File: src/rtl/reg_interlock.sv
module reg_interlock #(
  parameter int RW = 4
) (
  input  logic          clk,
  input  logic          rst_n,
  input  logic          in_valid,
  input  logic [1:0]    in_class,
  input  logic [2:0]    in_shift,
  input  logic          in_cond,
  input  logic [RW-1:0] in_rn,
  input  logic [RW-1:0] in_rm,
  input  logic [RW-1:0] in_rs,
  input  logic [RW-1:0] in_rd,
  output logic          stall,
  output logic          issue,
  output logic          pc_dest,
  output logic [1:0]    rn_fwd,
  output logic [1:0]    rm_fwd,
  output logic [1:0]    rs_fwd,
  output logic [1:0]    rd_fwd
);
  localparam logic [RW-1:0] PC_IDX = {RW{1'b1}};
  localparam logic [1:0] C_ALU = 2'd0, C_TST = 2'd1, C_MOV = 2'd2;
  localparam logic [2:0] S_IMM = 3'd0, S_REG = 3'd1, S_RRX = 3'd3, S_SREG = 3'd4;
  localparam logic [1:0] F_RF = 2'd0, F_E1 = 2'd1, F_E2 = 2'd2;

  logic          e1_v, e1_early, e2_v, rrx_seen;
  logic [RW-1:0] e1_rd, e2_rd;

  logic is_alu, is_tst, is_mov, reg_op2, shifted;
  assign is_alu  = in_class == C_ALU;
  assign is_tst  = in_class == C_TST;
  assign is_mov  = in_class == C_MOV;
  assign reg_op2 = in_shift != S_IMM;
  assign shifted = reg_op2 && in_shift != S_REG;

  logic use_rn, use_rm_e1, use_rm_e2, use_rs, use_rd;
  assign use_rn    = is_alu || is_tst;
  assign use_rm_e1 = reg_op2 && (is_mov || shifted);
  assign use_rm_e2 = (is_alu || is_tst) && in_shift == S_REG;
  assign use_rs    = (is_alu || is_tst || is_mov) && in_shift == S_SREG;
  assign use_rd    = is_alu || is_mov;

  logic writes, early;
  assign pc_dest = in_valid && (is_alu || is_mov) && in_rd == PC_IDX;
  assign writes  = (is_alu || is_mov) && in_rd != PC_IDX;
  assign early   = is_mov && !in_cond;

  function automatic logic late_hit(input logic u, input logic [RW-1:0] r,
                                    input logic v, input logic [RW-1:0] d, input logic e);
    return u && v && d == r && !e;
  endfunction

  logic dep_stall, rrx_wait;
  assign dep_stall = late_hit(use_rm_e1, in_rm, e1_v, e1_rd, e1_early) ||
                     late_hit(use_rs, in_rs, e1_v, e1_rd, e1_early);
  assign rrx_wait  = in_shift == S_RRX && !rrx_seen;
  assign stall     = in_valid && (dep_stall || rrx_wait);
  assign issue     = in_valid && !stall;

  function automatic logic [1:0] fwd_e1(input logic go, input logic [RW-1:0] r,
                                        input logic v1, input logic [RW-1:0] d1,
                                        input logic v2, input logic [RW-1:0] d2);
    if (!go) return F_RF;
    if (v1 && d1 == r) return F_E1;
    if (v2 && d2 == r) return F_E2;
    return F_RF;
  endfunction

  function automatic logic [1:0] fwd_e2(input logic go, input logic [RW-1:0] r,
                                        input logic v1, input logic [RW-1:0] d1);
    return (go && v1 && d1 == r) ? F_E2 : F_RF;
  endfunction

  assign rm_fwd = use_rm_e1 ? fwd_e1(issue, in_rm, e1_v, e1_rd, e2_v, e2_rd)
                            : fwd_e2(issue && use_rm_e2, in_rm, e1_v, e1_rd);
  assign rs_fwd = fwd_e1(issue && use_rs, in_rs, e1_v, e1_rd, e2_v, e2_rd);
  assign rn_fwd = fwd_e2(issue && use_rn, in_rn, e1_v, e1_rd);
  assign rd_fwd = fwd_e2(issue && use_rd, in_rd, e1_v, e1_rd);

  always_ff @(posedge clk) begin
    if (!rst_n) begin
      e1_v <= 1'b0; e1_early <= 1'b0; e1_rd <= '0;
      e2_v <= 1'b0; e2_rd <= '0;
      rrx_seen <= 1'b0;
    end else begin
      e2_v     <= e1_v;
      e2_rd    <= e1_rd;
      e1_v     <= issue && writes;
      e1_rd    <= in_rd;
      e1_early <= early;
      rrx_seen <= in_valid && in_shift == S_RRX && !issue;
    end
  end
endmodule


File: config.mk
export PLATFORM = sky130hd
export DESIGN_NAME = reg_interlock
export DESIGN_NICKNAME = d
export VERILOG_FILES = /design/src/rtl/reg_interlock.sv
export SDC_FILE = /design/constraint.sdc
export NUM_CORES = 1
export LEC_CHECK = 0
export BUFFER_PORTS_ARGS = -buffer_cell sky130_fd_sc_hd__buf_2
export CORE_MARGIN = 2
export CORE_UTILIZATION = 50
export DETAILED_ROUTE_END_ITERATION = 16
export GPL_TIMING_DRIVEN = 0
export PLACE_DENSITY = 0.83
export SETUP_SLACK_MARGIN = 0.3
export SLEW_MARGIN = 25
export SYNTH_ARGS = -nofsm -noshare
export SYNTH_HDL_FRONTEND = slang
export SYNTH_SLANG_ARGS = --single-unit
File: constraint.sdc
create_clock -name clk -period 5 [get_ports clk]
set_input_delay 1.25 -clock clk [delete_from_list [all_inputs] [get_ports clk]]
set_output_delay 1.25 -clock clk [all_outputs]
set_load 0.005 [all_outputs]
# --- Word level (Yosys, flattened, before mapping) ---
# Cells that the tools add are included.
word_totals:
  ff_bits: 12
  inputBits: 25
  output_inout_bits: 11
  elab_cells: 93
op_classes:
  eq_ne: 14
  n_mux: 26
  n_reduce_logical: 47
ops:
  columns: ["operator", "n"]
  rows:
  - ["1-bit logical AND", 34]
  - ["2-bit two-way mux", 16]
  - ["4-bit equality test", 6]
  - ["1-bit two-way mux", 10]
  - ["1-bit logical OR", 6]
  - ["1-bit logical NOT", 5]
  - ["4-bit equality test (second input constant)", 1]
  - ["4-bit inequality test (second input constant)", 1]
  - ["3-bit by 1-bit equality test with 1-bit output (second input constant)", 1]
  - ["3-bit by 2-bit equality test with 1-bit output (second input constant)", 1]
  - ["3-bit equality test (second input constant)", 1]
  - ["3-bit by 1-bit inequality test with 1-bit output (second input constant)", 1]
  - ["3-bit nonzero test", 1]
  - ["2-bit by 1-bit equality test with 1-bit output (second input constant)", 1]
  - ["2-bit equality test (second input constant)", 1]
  - ["2-bit logical NOT", 1]

# --- Depth between registers and ports, before layout ---
# Gate-level depths: netlist of the first run.
depth:
  word_depth: 19
  mapped_depth: 6
  mapped_depth_nobuf: 5

# --- Worst setup path after synthesis of the first run ---
# OpenSTA, ideal clock, no wires.
synth_timing:
  path_kind: "input-to-output"
  start: "in in_class[1]"
  end: "out stall"
  arrival_time_ns: 2.231
  required_time_ns: 3.750
  setup_slack_ns: 1.519
  stages: 5
  path_buffers: 0
  path_cell_list: "a21oi_1 nand3b_1 or3_4 a21oi_4 o21a_1"
synth_between:
  elab_chain_len: 10
synth_rtl:
  columns: ["element", "line", "source"]
  rows:
  - ["start: declaration", "7", "input logic [1:0] in_class,"]
  - ["2-bit by 1-bit equality test with 1-bit output or 2-bit logical NOT (tied branches)", "32, 31", null]
  - ["1-bit logical OR (2 in series)", "41", "assign use_rs = (is_alu || is_tst || is_mov) && in_shift == S_SREG;"]
  - ["1-bit logical AND", "41", null]
  - ["1-bit logical AND (3 in series)", "51", "return u && v && d == r && !e;"]
  - ["1-bit logical OR *", "55", "assign dep_stall = late_hit(use_rm_e1, in_rm, e1_v, e1_rd, e1_early) ||"]
  - ["1-bit logical OR *", "58", "assign stall = in_valid && (dep_stall || rrx_wait);"]
  - ["1-bit logical AND *", "58", null]
  - ["end: declaration", "14", "output logic stall,"]
# Every way passes the cells marked *; elsewhere a longest branch is shown, timed or not.

# --- Worst setup path after layout of the first run ---
layout_timing:
  start: "in in_rm[0]"
  end: "out rn_fwd[1]"
layout_between:
  elab_chain_len: 12
layout_rtl:
  columns: ["element", "line", "source"]
  rows:
  - ["start: declaration", "11", "input logic [RW-1:0] in_rm,"]
  - ["4-bit equality test", "51", null]
  - ["1-bit logical AND (2 in series)", "51", null]
  - ["1-bit logical OR", "55", null]
  - ["1-bit logical OR", "58", null]
  - ["1-bit logical AND", "58", null]
  - ["1-bit logical NOT", "59", "assign issue = in_valid && !stall;"]
  - ["1-bit logical AND", "59", null]
  - ["1-bit logical AND", "78", "assign rn_fwd = fwd_e2(issue && use_rn, in_rn, e1_v, e1_rd);"]
  - ["1-bit logical AND (2 in series)", "72", "return (go && v1 && d1 == r) ? F_E2 : F_RF;"]
  - ["2-bit two-way mux", "72", null]
  - ["end: declaration", "17", "output logic [1:0] rn_fwd,"]
# Every way passes these cells.

==> results of run 1 <==
[worst max-delay path, delay by kind of cell]
family | cells | cell delay [ps]
xor+xnor | 1 | 150
buf+inv | 2 | 270
simple gates | 3 | 690
compound gates | 1 | 260
[sequential cells by signal (all words and copies together), names as in the netlist]
register / flops
e1_early: 1
e1_rd: 4
e1_v: 1
e2_rd: 4
e2_v: 1
rrx_seen: 1
[cell type report]
| class | count | area [um2] | area share [%] |
|---|---|---|---|
| timing repair buffer | 33 | 165 | 15.4 |
| tap | 17 | 21.3 | 1.98 |
| clock buffer | 3 | 22.5 | 2.10 |
| buffer | 7 | 53.8 | 5.01 |
| sequential | 12 | 240 | 22.4 |
| inverter | 3 | 11.3 | 1.05 |
| multi-input combinational | 79 | 561 | 52.2 |
[report_power, final]
group / internal (mW) / switching [mW]
Sequential: 0.0994 / 0.00250
Clock: 0.0278 / 0.0302
Combinational: 0.0272 / 0.0251
Total: 0.154 / 0.0578
[metal layers]
metal  GRT usage (%)  wire length (um)  up-vias
li1                -                 -      414
met1            24.3               805      347
met2            33.2               914       24
met3            3.57                73        2
met4            12.4                19        0
met5               0                 0        -
[cell usage in the layout, fill, tap and decap left out, types with 3 or more instances in the layout]
master / Yosys / final
xor2_1: 12 / 12
nor3_1: 8 / 8
xnor2_1: 11 / 11
nand2_1: 4 / 4
inv_1: 3 / 3
buf_2: 1 / 34
buf_4: 3 / 3
dfxtp_1: 12 / 12
nor2_1: 5 / 5
and2_1: 8 / 8
nand3_1: 5 / 5
clkbuf_4: 0 / 3
[how the worst max path moves through the flow]
stage	startpoint	end	slack, ps	cells after the start
CTS	in_rm[0]	stall	1140	7
finish	in_rm[0]	rn_fwd[1]	1130	7
global route	in_rm[0]	rn_fwd[1]	1040	7
floorplan	in_class[1]	stall	1520	5
global placement	in_rm[0]	stall	1180	7
detailed placement	in_rm[0]	stall	1140	7
[through the flow]
step                      cells  hold slack, ps
after floorplan             101             473
final                       154             525
after CTS                   154             525
after detailed placement    151             508
after global routing        154             544
after global placement      151             482
[logic make-up (layout without fill, tap and decap cells)]
group           Yosys count  in the layout  synth area share, %
compound gates            8              8                 7.84
other cells               1              2                0.435
flops                    12             12                 27.9
xor+xnor                 24             24                 25.3
buf+inv                  10             46                 7.55
simple gates             45             45                 31.1
==> metrics.cfg, run 1 <==
[clock_network]
postCtsSetupBuffers=0
cts-root-buf=clkbuf_4
cts.clk_slew.worst_paths_ps=70
holdBufCountCts=0
cts_resized=0
ctsHtreeMaxLevel=1
insertion_delay_ps=270
clock_sinks=12
cts_buffer_depth=2
cts_tree=built
numCtsBuffers=3

[global_routing]
grt_max_degree=11
track_usage_pct=20.3
gr-total-overflow=0
antenna_found_initial=0
grt_pass1_vias=727
grt_pass1_wl_um=2930

[sta]
finalWorstSetupSlack_ps=1130
fin_crit_ps=3870
final-max-slew-violation-count=0
fin_crit_sh_pct=77.5
setup_viol=0
clock_skew_ps=4.72
rsz0062_at_grt=false
fmax_ghz=0.258
hold_viol=0
finalSetupTns_ps=0

[job]
maxCapViolations=0

[synth]
ys_top_cells_by_count=dfxtp_1 (12), xor2_1 (12), xnor2_1 (11)
synth-seq-cells=12
synth_top_area_cell=dfxtp_1
async_flop_share_pct=0
synth_edf_count=0
syn_area_per_cell_um2=8.62
yosys.area.top_type_share_pct=27.9
ys_seq_area_share_pct=27.9
synthFlopType=dfxtp_1
syn_inst=100
synth_cell_types=30
synth_area_leaders=dfxtp_1 (28%), xor2_1 (12%), xnor2_1 (11%)
ys_warn_count=0
netlist_area_um2=862

[die]
ios=36
row_count=15
die-area_um2=2070
coreArea_um2=1670
start_util_pct=51.6
die_w_um=45.5
die_h_um=45.5

[worst_setup_path]
crit_slowest_cell=nor3_1
startpoint_type=primary input
reg2reg_setup_slack_ps=3370
regToRegEndpoint=e1_v
path_cells=buf_2 > xor2_1 > nor3_1 > nand3_2 > a21oi_4 > nor3_1 > buf_2
critPathKind=in -> out
cp.arrival_ps=2620
critPathCaptureType=output port
crit_required_ps=3750
reg2reg_from=e1_rd[0]
reg2reg_depth=6
cp_max_fo=7
max_stage_delay_ps=400

[finish]
num-fill-cells=154
post-route-util_pct=64.3
final_nets=164
drive_gt1_share_pct=35.8
n_antenna_cell=0
areaGrowthSynthToFinish_pct=24.7
final_area_um2=1070

[power]
powerDensity_nw_per_um2=197
totalPowerFinal_uw=212
leakage_nw=0.475
peakVddDrop_v=0.000187

[routing]
wl_per_cell_um=11.8
drtIter0Drc=14
routed-via-count=787
routed_via_density=5.11
drc=0
drtPass1Iterations=4
wl_um=1810
drtAntennaViolNets=0

[placement]
placedInstanceArea_um2=1050
dp_hpwl_um=1510
gp_congestion=0.782
io_buffers=33
dp_slack_ps=1140

[min_path]
min_to=rrx_seen
hold_path.startpoint=rrx_seen
hp-class=reg -> reg
hold_depth=2

[run_status]
run_status=finished clean

(Power assumes the default switching activity.)
==> run 2, diff against run 1 <==
--- a/config.mk
+++ b/config.mk
@@ -5,12 +5,13 @@
 export SDC_FILE = /design/constraint.sdc
 export NUM_CORES = 1
 export LEC_CHECK = 0
+export ABC_AREA = 1
 export BUFFER_PORTS_ARGS = -buffer_cell sky130_fd_sc_hd__buf_2
 export CORE_MARGIN = 2
-export CORE_UTILIZATION = 50
+export CORE_UTILIZATION = 49
 export DETAILED_ROUTE_END_ITERATION = 16
 export GPL_TIMING_DRIVEN = 0
-export PLACE_DENSITY = 0.83
+export PLACE_DENSITY = 0.79
 export SETUP_SLACK_MARGIN = 0.3
 export SLEW_MARGIN = 25
 export SYNTH_ARGS = -nofsm -noshare
==> constraint.sdc (replaced) <==
create_clock -name clk -period 3.9 [get_ports clk]
set_input_delay 0.975 -clock clk [delete_from_list [all_inputs] [get_ports clk]]
set_output_delay 0.975 -clock clk [all_outputs]
set_load 0.005 [all_outputs]
==> metrics.cfg, run 2 <==
[global_routing]
antenna_found_initial=0  ; unchanged
track_usage_pct=20.7  ; +0.42 points
grt_pass1_vias=959  ; +32%
grt_pass1_wl_um=3960  ; +35%
gr-total-overflow=0  ; unchanged
grt_max_degree=11  ; unchanged

[placement]
gp_congestion=0.909  ; +16%
io_buffers=33  ; unchanged
dp_hpwl_um=1940  ; +29%

[worst_setup_path]
critPathKind=in -> out
cp_top_family=simple AND/OR/NAND/NOR gates
cp_max_fo=5  ; -2
crit_required_ps=2920  ; -830 ps
crit_slowest_cell=a21oi_1
critical_path.most_common_cell=buf_2
path_cells=buf_2 > inv_1 > nand3_1 > a21oi_1 > nand3_2 > nand2_2 > nand2_4 > nand3_4 > nor2_2 > buf_2
path_buf_inv=3  ; +1
max_stage_delay_ps=230  ; -170 ps
cp.arrival_ps=2060  ; -560 ps
startpoint_type=primary input
critPathCaptureType=output port

[sta]
fin_crit_ps=3030
fmax_ghz=0.330
final-max-slew-violation-count=0  ; unchanged
setup_viol=0  ; unchanged
fin_crit_sh_pct=77.7
rsz0062_at_grt=false
hold_viol=0  ; unchanged
finalSetupTns_ps=0  ; unchanged
clock_skew_ps=3.76  ; -0.958 ps

[routing]
drtAntennaViolNets=0  ; unchanged
wl_um=2270  ; +25%
drtIter0Drc=19  ; +5
wl_per_cell_um=10.1  ; -14%
routed_via_density=4.75  ; -7.1%
routed-via-count=1064  ; +35%
drc=0  ; unchanged
drtPass1Iterations=4  ; unchanged

[clock_network]
clock_sinks=12  ; unchanged
insertion_delay_ps=280  ; about the same
cts_buffer_depth=2  ; unchanged
cts-root-buf=clkbuf_4
postCtsSetupBuffers=0  ; unchanged
cts.clk_slew.worst_paths_ps=70  ; about the same
holdBufCountCts=0  ; unchanged
cts_resized=0  ; unchanged
cts_tree=built
numCtsBuffers=3  ; unchanged
ctsHtreeMaxLevel=1  ; unchanged

[die]
die_w_um=49.4  ; +8.5%
die-area_um2=2440  ; +18%
row_count=16  ; +1
start_util_pct=51.5  ; -0.14 points
coreArea_um2=1960  ; +17%
ios=36  ; unchanged
die_h_um=49.4  ; +8.5%

[finish]
register_area_um2=240  ; unchanged
areaGrowthSynthToFinish_pct=22.3
post-route-util_pct=62.9  ; -1.4 points
mostFrequentLayoutCells=nand2_1 (39), buf_2 (33), inv_1 (28)
layout_commonest_cell=nand2_1
num-fill-cells=199  ; +29%
top_regs=e1_rd: 4 flops, e2_rd: 4 flops
multiInputGateArea_um2=623  ; +11%
drive_gt1_share_pct=33.5  ; -2.3 points
final_nets=224  ; +37%
n_antenna_cell=0  ; unchanged

[synth]
yosys.area.top_type_share_pct=23.8  ; -4.1 points
ys_top_cells_by_count=nand2_1 (39), inv_1 (28), nor2_1 (13)
synth_area_leaders=dfxtp_1 (24%), nand2_1 (14%), inv_1 (10%)
ys_seq_area_share_pct=23.8  ; -4.1 points
yosysMostFrequentCell=nand2_1
async_flop_share_pct=0  ; unchanged
netlist_area_um2=1010  ; +17%
synthFlopType=dfxtp_1
syn_inst=160  ; +60%
synth_edf_count=0  ; unchanged
synth-seq-cells=12  ; unchanged
synth_top_area_cell=dfxtp_1
syn_area_per_cell_um2=6.31  ; -27%
synth_cell_types=25  ; -17%
ys_warn_count=0  ; unchanged

[min_path]
hp-class=reg -> reg

[power]
powerDensity_nw_per_um2=233  ; +18%
totalPowerFinal_uw=288  ; +36%
peakVddDrop_v=0.000185  ; -0.90%
leakage_nw=0.704  ; +48%

[job]
maxCapViolations=0  ; unchanged

[run_status]
run_status=finished clean

run 2: cell types whose count changed in the layout (fill, tap and decap cells not counted), moves of 4 or more:
cell,previous run,this run
and2_1,8,0
inv_1,3,28
xnor2_1,11,4
nand2_2,0,8
nand2_1,4,39
nor2_4,0,4
nor2_1,5,13
nor2_2,0,4
inv_2,0,5
xor2_1,12,5
run 2: final timing paths:
| check | startpoint | end | slack, ps | cells after the start |
|---|---|---|---|---|
| setup / recovery | in_class[0] | rn_fwd[1] | 870 | 10 |
| setup reg to reg | e1_rd[1] | e1_v | 2600 | 9 |
| hold reg to reg | e1_rd[3] | e2_rd[3] | 470 | 2 |
| hold / removal | e1_rd[3] | e2_rd[3] | 470 | 2 |
run 2: tightest hold or removal path, stage by stage, from the launching register on:
cell     delay (ps)
dfxtp_1         340
nand2_1          60
inv_1            30
run 2: layout make-up:
class                           count  area share (%)
Buffer                              4            2.13
Clock buffer                        3            1.82
Inverter                           33            10.0
Multi-Input combinational cell    112            50.5
Sequential cell                    12            19.5
Tap cell                           27            2.74
Timing Repair Buffer               33            13.4
run 2: kinds of logic after synthesis:
logic type                Yosys count  synth area share (%)
other                               1                 0.371
xor gates and xnor gates            9                  7.81
and+or+nand+nor                    92                  47.5
buffers and inverters              37                  14.9
DFF                                12                  23.8
AOI/OAI and AO/OA                   9                  5.70
run 2: power by group:
group,total (mW),switching [mW],internal (mW)
registers,0.132,0.00476,0.127
clock network,0.0761,0.0403,0.0358
logic,0.0798,0.0465,0.0333
total,0.288,0.0916,0.196
run 2: through the flow:
step                cells  hold WS [ps]  worst slack, ps  instance area (um2)
CTS                   224           468              884                 1230
detailed placement    221           458              884                 1210
global placement      221           456              912                 1210
global route          224           500              785                 1230
finish                224           468              870                 1230
floorplan             161           445             1240                 1010
run 2: layer usage:
metal | track usage, % | share of wire [%]
met3 | 3.07 | 4.9
met4 | 6.94 | 1.7
met2 | 37.4 | 49
met5 | 0 | 0
met1 | 24.7 | 44
==> run 3, diff against run 2 <==
==> constraint.sdc (replaced) <==
create_clock -name clk -period 2.8 [get_ports clk]
set_input_delay 0.7 -clock clk [delete_from_list [all_inputs] [get_ports clk]]
set_output_delay 0.7 -clock clk [all_outputs]
set_load 0.005 [all_outputs]
==> metrics.cfg, run 3 (synthesis results as in run 2) <==
[sta]
hold_viol=0  ; unchanged
rsz0062_at_grt=false
fmax_ghz=0.416
finalSetupTns_ps=0  ; unchanged
fin_crit_sh_pct=85.8
final-max-slew-violation-count=0  ; unchanged
clock_skew_ps=3.64  ; -0.115 ps
finalWorstSetupSlack_ps=399  ; -471 ps
setup_viol=0  ; unchanged
fin_crit_ps=2400

[global_routing]
track_usage_pct=20.7  ; unchanged
grt_max_degree=11  ; unchanged
grt_pass1_vias=959  ; unchanged
gr-total-overflow=0  ; unchanged
grt_pass1_wl_um=3960  ; unchanged
antenna_found_initial=0  ; unchanged

[die]
ios=36  ; unchanged
die_h_um=49.4  ; unchanged
row_count=16  ; unchanged
start_util_pct=51.5  ; unchanged
die_w_um=49.4  ; unchanged
die-area_um2=2440  ; unchanged
coreArea_um2=1960  ; unchanged

[finish]
mostFrequentLayoutCells=nand2_1 (39), buf_2 (33), inv_1 (28)
layout_commonest_cell=nand2_1
drive_gt1_share_pct=35.0  ; +1.5 points
final_area_um2=1250  ; +0.91%
n_antenna_cell=0  ; unchanged
areaGrowthSynthToFinish_pct=23.4
final_nets=224  ; unchanged
num-fill-cells=194  ; -2.5%
top_regs=e1_rd: 4 flops, e2_rd: 4 flops

[placement]
placedInstanceArea_um2=1210  ; unchanged
dp_slack_ps=334  ; -550 ps
dp_hpwl_um=1940  ; unchanged
io_buffers=33  ; unchanged
gp_congestion=0.909  ; unchanged

[worst_setup_path]
critPathCaptureType=output port
regToRegEndpoint=e1_v
startpoint_type=primary input
critPathKind=in -> out
reg2reg_setup_slack_ps=1510  ; -1090 ps
reg2reg_depth=9  ; unchanged
cp_max_fo=5  ; unchanged
cp.arrival_ps=1700  ; -360 ps
reg2reg_from=e1_rd[1]
crit_required_ps=2100  ; -820 ps

[power]
p_comb_share_pct=27.9  ; +0.2 points
leakage_nw=0.704  ; about the same
totalPowerFinal_uw=402  ; +40%
clkPwrFrac_pct=26.3  ; about the same
peakVddDrop_v=0.000258  ; +39%
p_int_uw=274  ; +39%
power.share.sequential_pct=45.7  ; -0.2 points
swShare_pct=31.9  ; +0.12 points
powerDensity_nw_per_um2=323  ; +38%
p_sw_uw=128  ; +40%

[clock_network]
holdBufCountCts=0  ; unchanged
cts-root-buf=clkbuf_4
clock_sinks=12  ; unchanged
numCtsBuffers=3  ; unchanged
ctsHtreeMaxLevel=1  ; unchanged
cts_tree=built
cts_buffer_depth=2  ; unchanged
cts.clk_slew.worst_paths_ps=70  ; about the same
insertion_delay_ps=280  ; about the same

[routing]
drtAntennaViolNets=0  ; unchanged
routed_via_density=4.72  ; -0.56%
wl_per_cell_um=10.2  ; +0.49%
drtIter0Drc=16  ; -3
wl_um=2280  ; +0.49%
drc=0  ; unchanged
drtPass1Iterations=4  ; unchanged
routed-via-count=1058  ; -0.56%

[min_path]
hold_depth=2  ; unchanged
hold_path.startpoint=e1_rd[3]
min_to=e2_rd[3]
hp-class=reg -> reg

[run_status]
run_status=finished clean

[job]
maxCapViolations=0  ; unchanged

[run 3: worst max path at each step]
stage	from	to	slack (ps)
after global routing	in_shift[0]	rm_fwd[1]	320
after floorplan	in_class[0]	rm_fwd[0]	690
final	in_shift[0]	rn_fwd[1]	400
after global placement	in_class[0]	rn_fwd[1]	360
after CTS	in_class[0]	rm_fwd[1]	330
after detailed placement	in_class[0]	rm_fwd[1]	330
[run 3: power by group through the flow]
stage / Combinational, mW / Clock (mW) / Sequential, mW
floorplan: 0.0710 / 0 / 0.186
global placement: 0.108 / 0 / 0.188
detailed placement: 0.111 / 0 / 0.188
CTS: 0.112 / 0.105 / 0.184
global route: 0.126 / 0.113 / 0.185
finish: 0.112 / 0.106 / 0.184
[run 3: cell type report]
type                    instances  area [um2]  share of cell area [%]
plain buffers                   4        26.3                    2.11
clock buffers                   3        22.5                    1.81
inverters                      33         124                    9.94
multi-input cells             112         634                    50.9
flip-flops and latches         12         240                    19.3
well taps                      27        33.8                    2.71
repair buffers                 33         165                    13.3
[run 3: stage by stage]
step | utilization, % | hold WS (ps) | instances
2_1_floorplan | - | 445 | 161
3_3_place_gp | 61.8 | 456 | 221
3_5_place_dp | 61.8 | 458 | 221
4_1_cts | 62.9 | 468 | 224
5_1_grt | 63.5 | 500 | 224
6_report | 63.5 | 468 | 224
[run 3: timing repair]
item | 4_1_cts | 5_1_grt
endpoints found under the setup margin | 0 | 7
gates resized for setup | 0 | 3
endpoints found under the hold margin | 0 | 0
buffers inserted | 0 | 0
[run 3: worst max-delay path: stages]
cell,delay [ps]
buf_2,130
nor2_1,90
nand3_1,120
nor2_2,150
nand3_2,90
nand2_2,90
nand2_4,70
nand3_4,100
nor2_2,40
buf_2,120
[run 3: layer usage]
metal	up-vias	track usage, %	part of all wire [%]
li1	558	-	-
met1	463	24.7	44
met2	32	37.4	49
met3	5	3.07	5.4
met4	0	6.94	1.7
met5	-	0	0
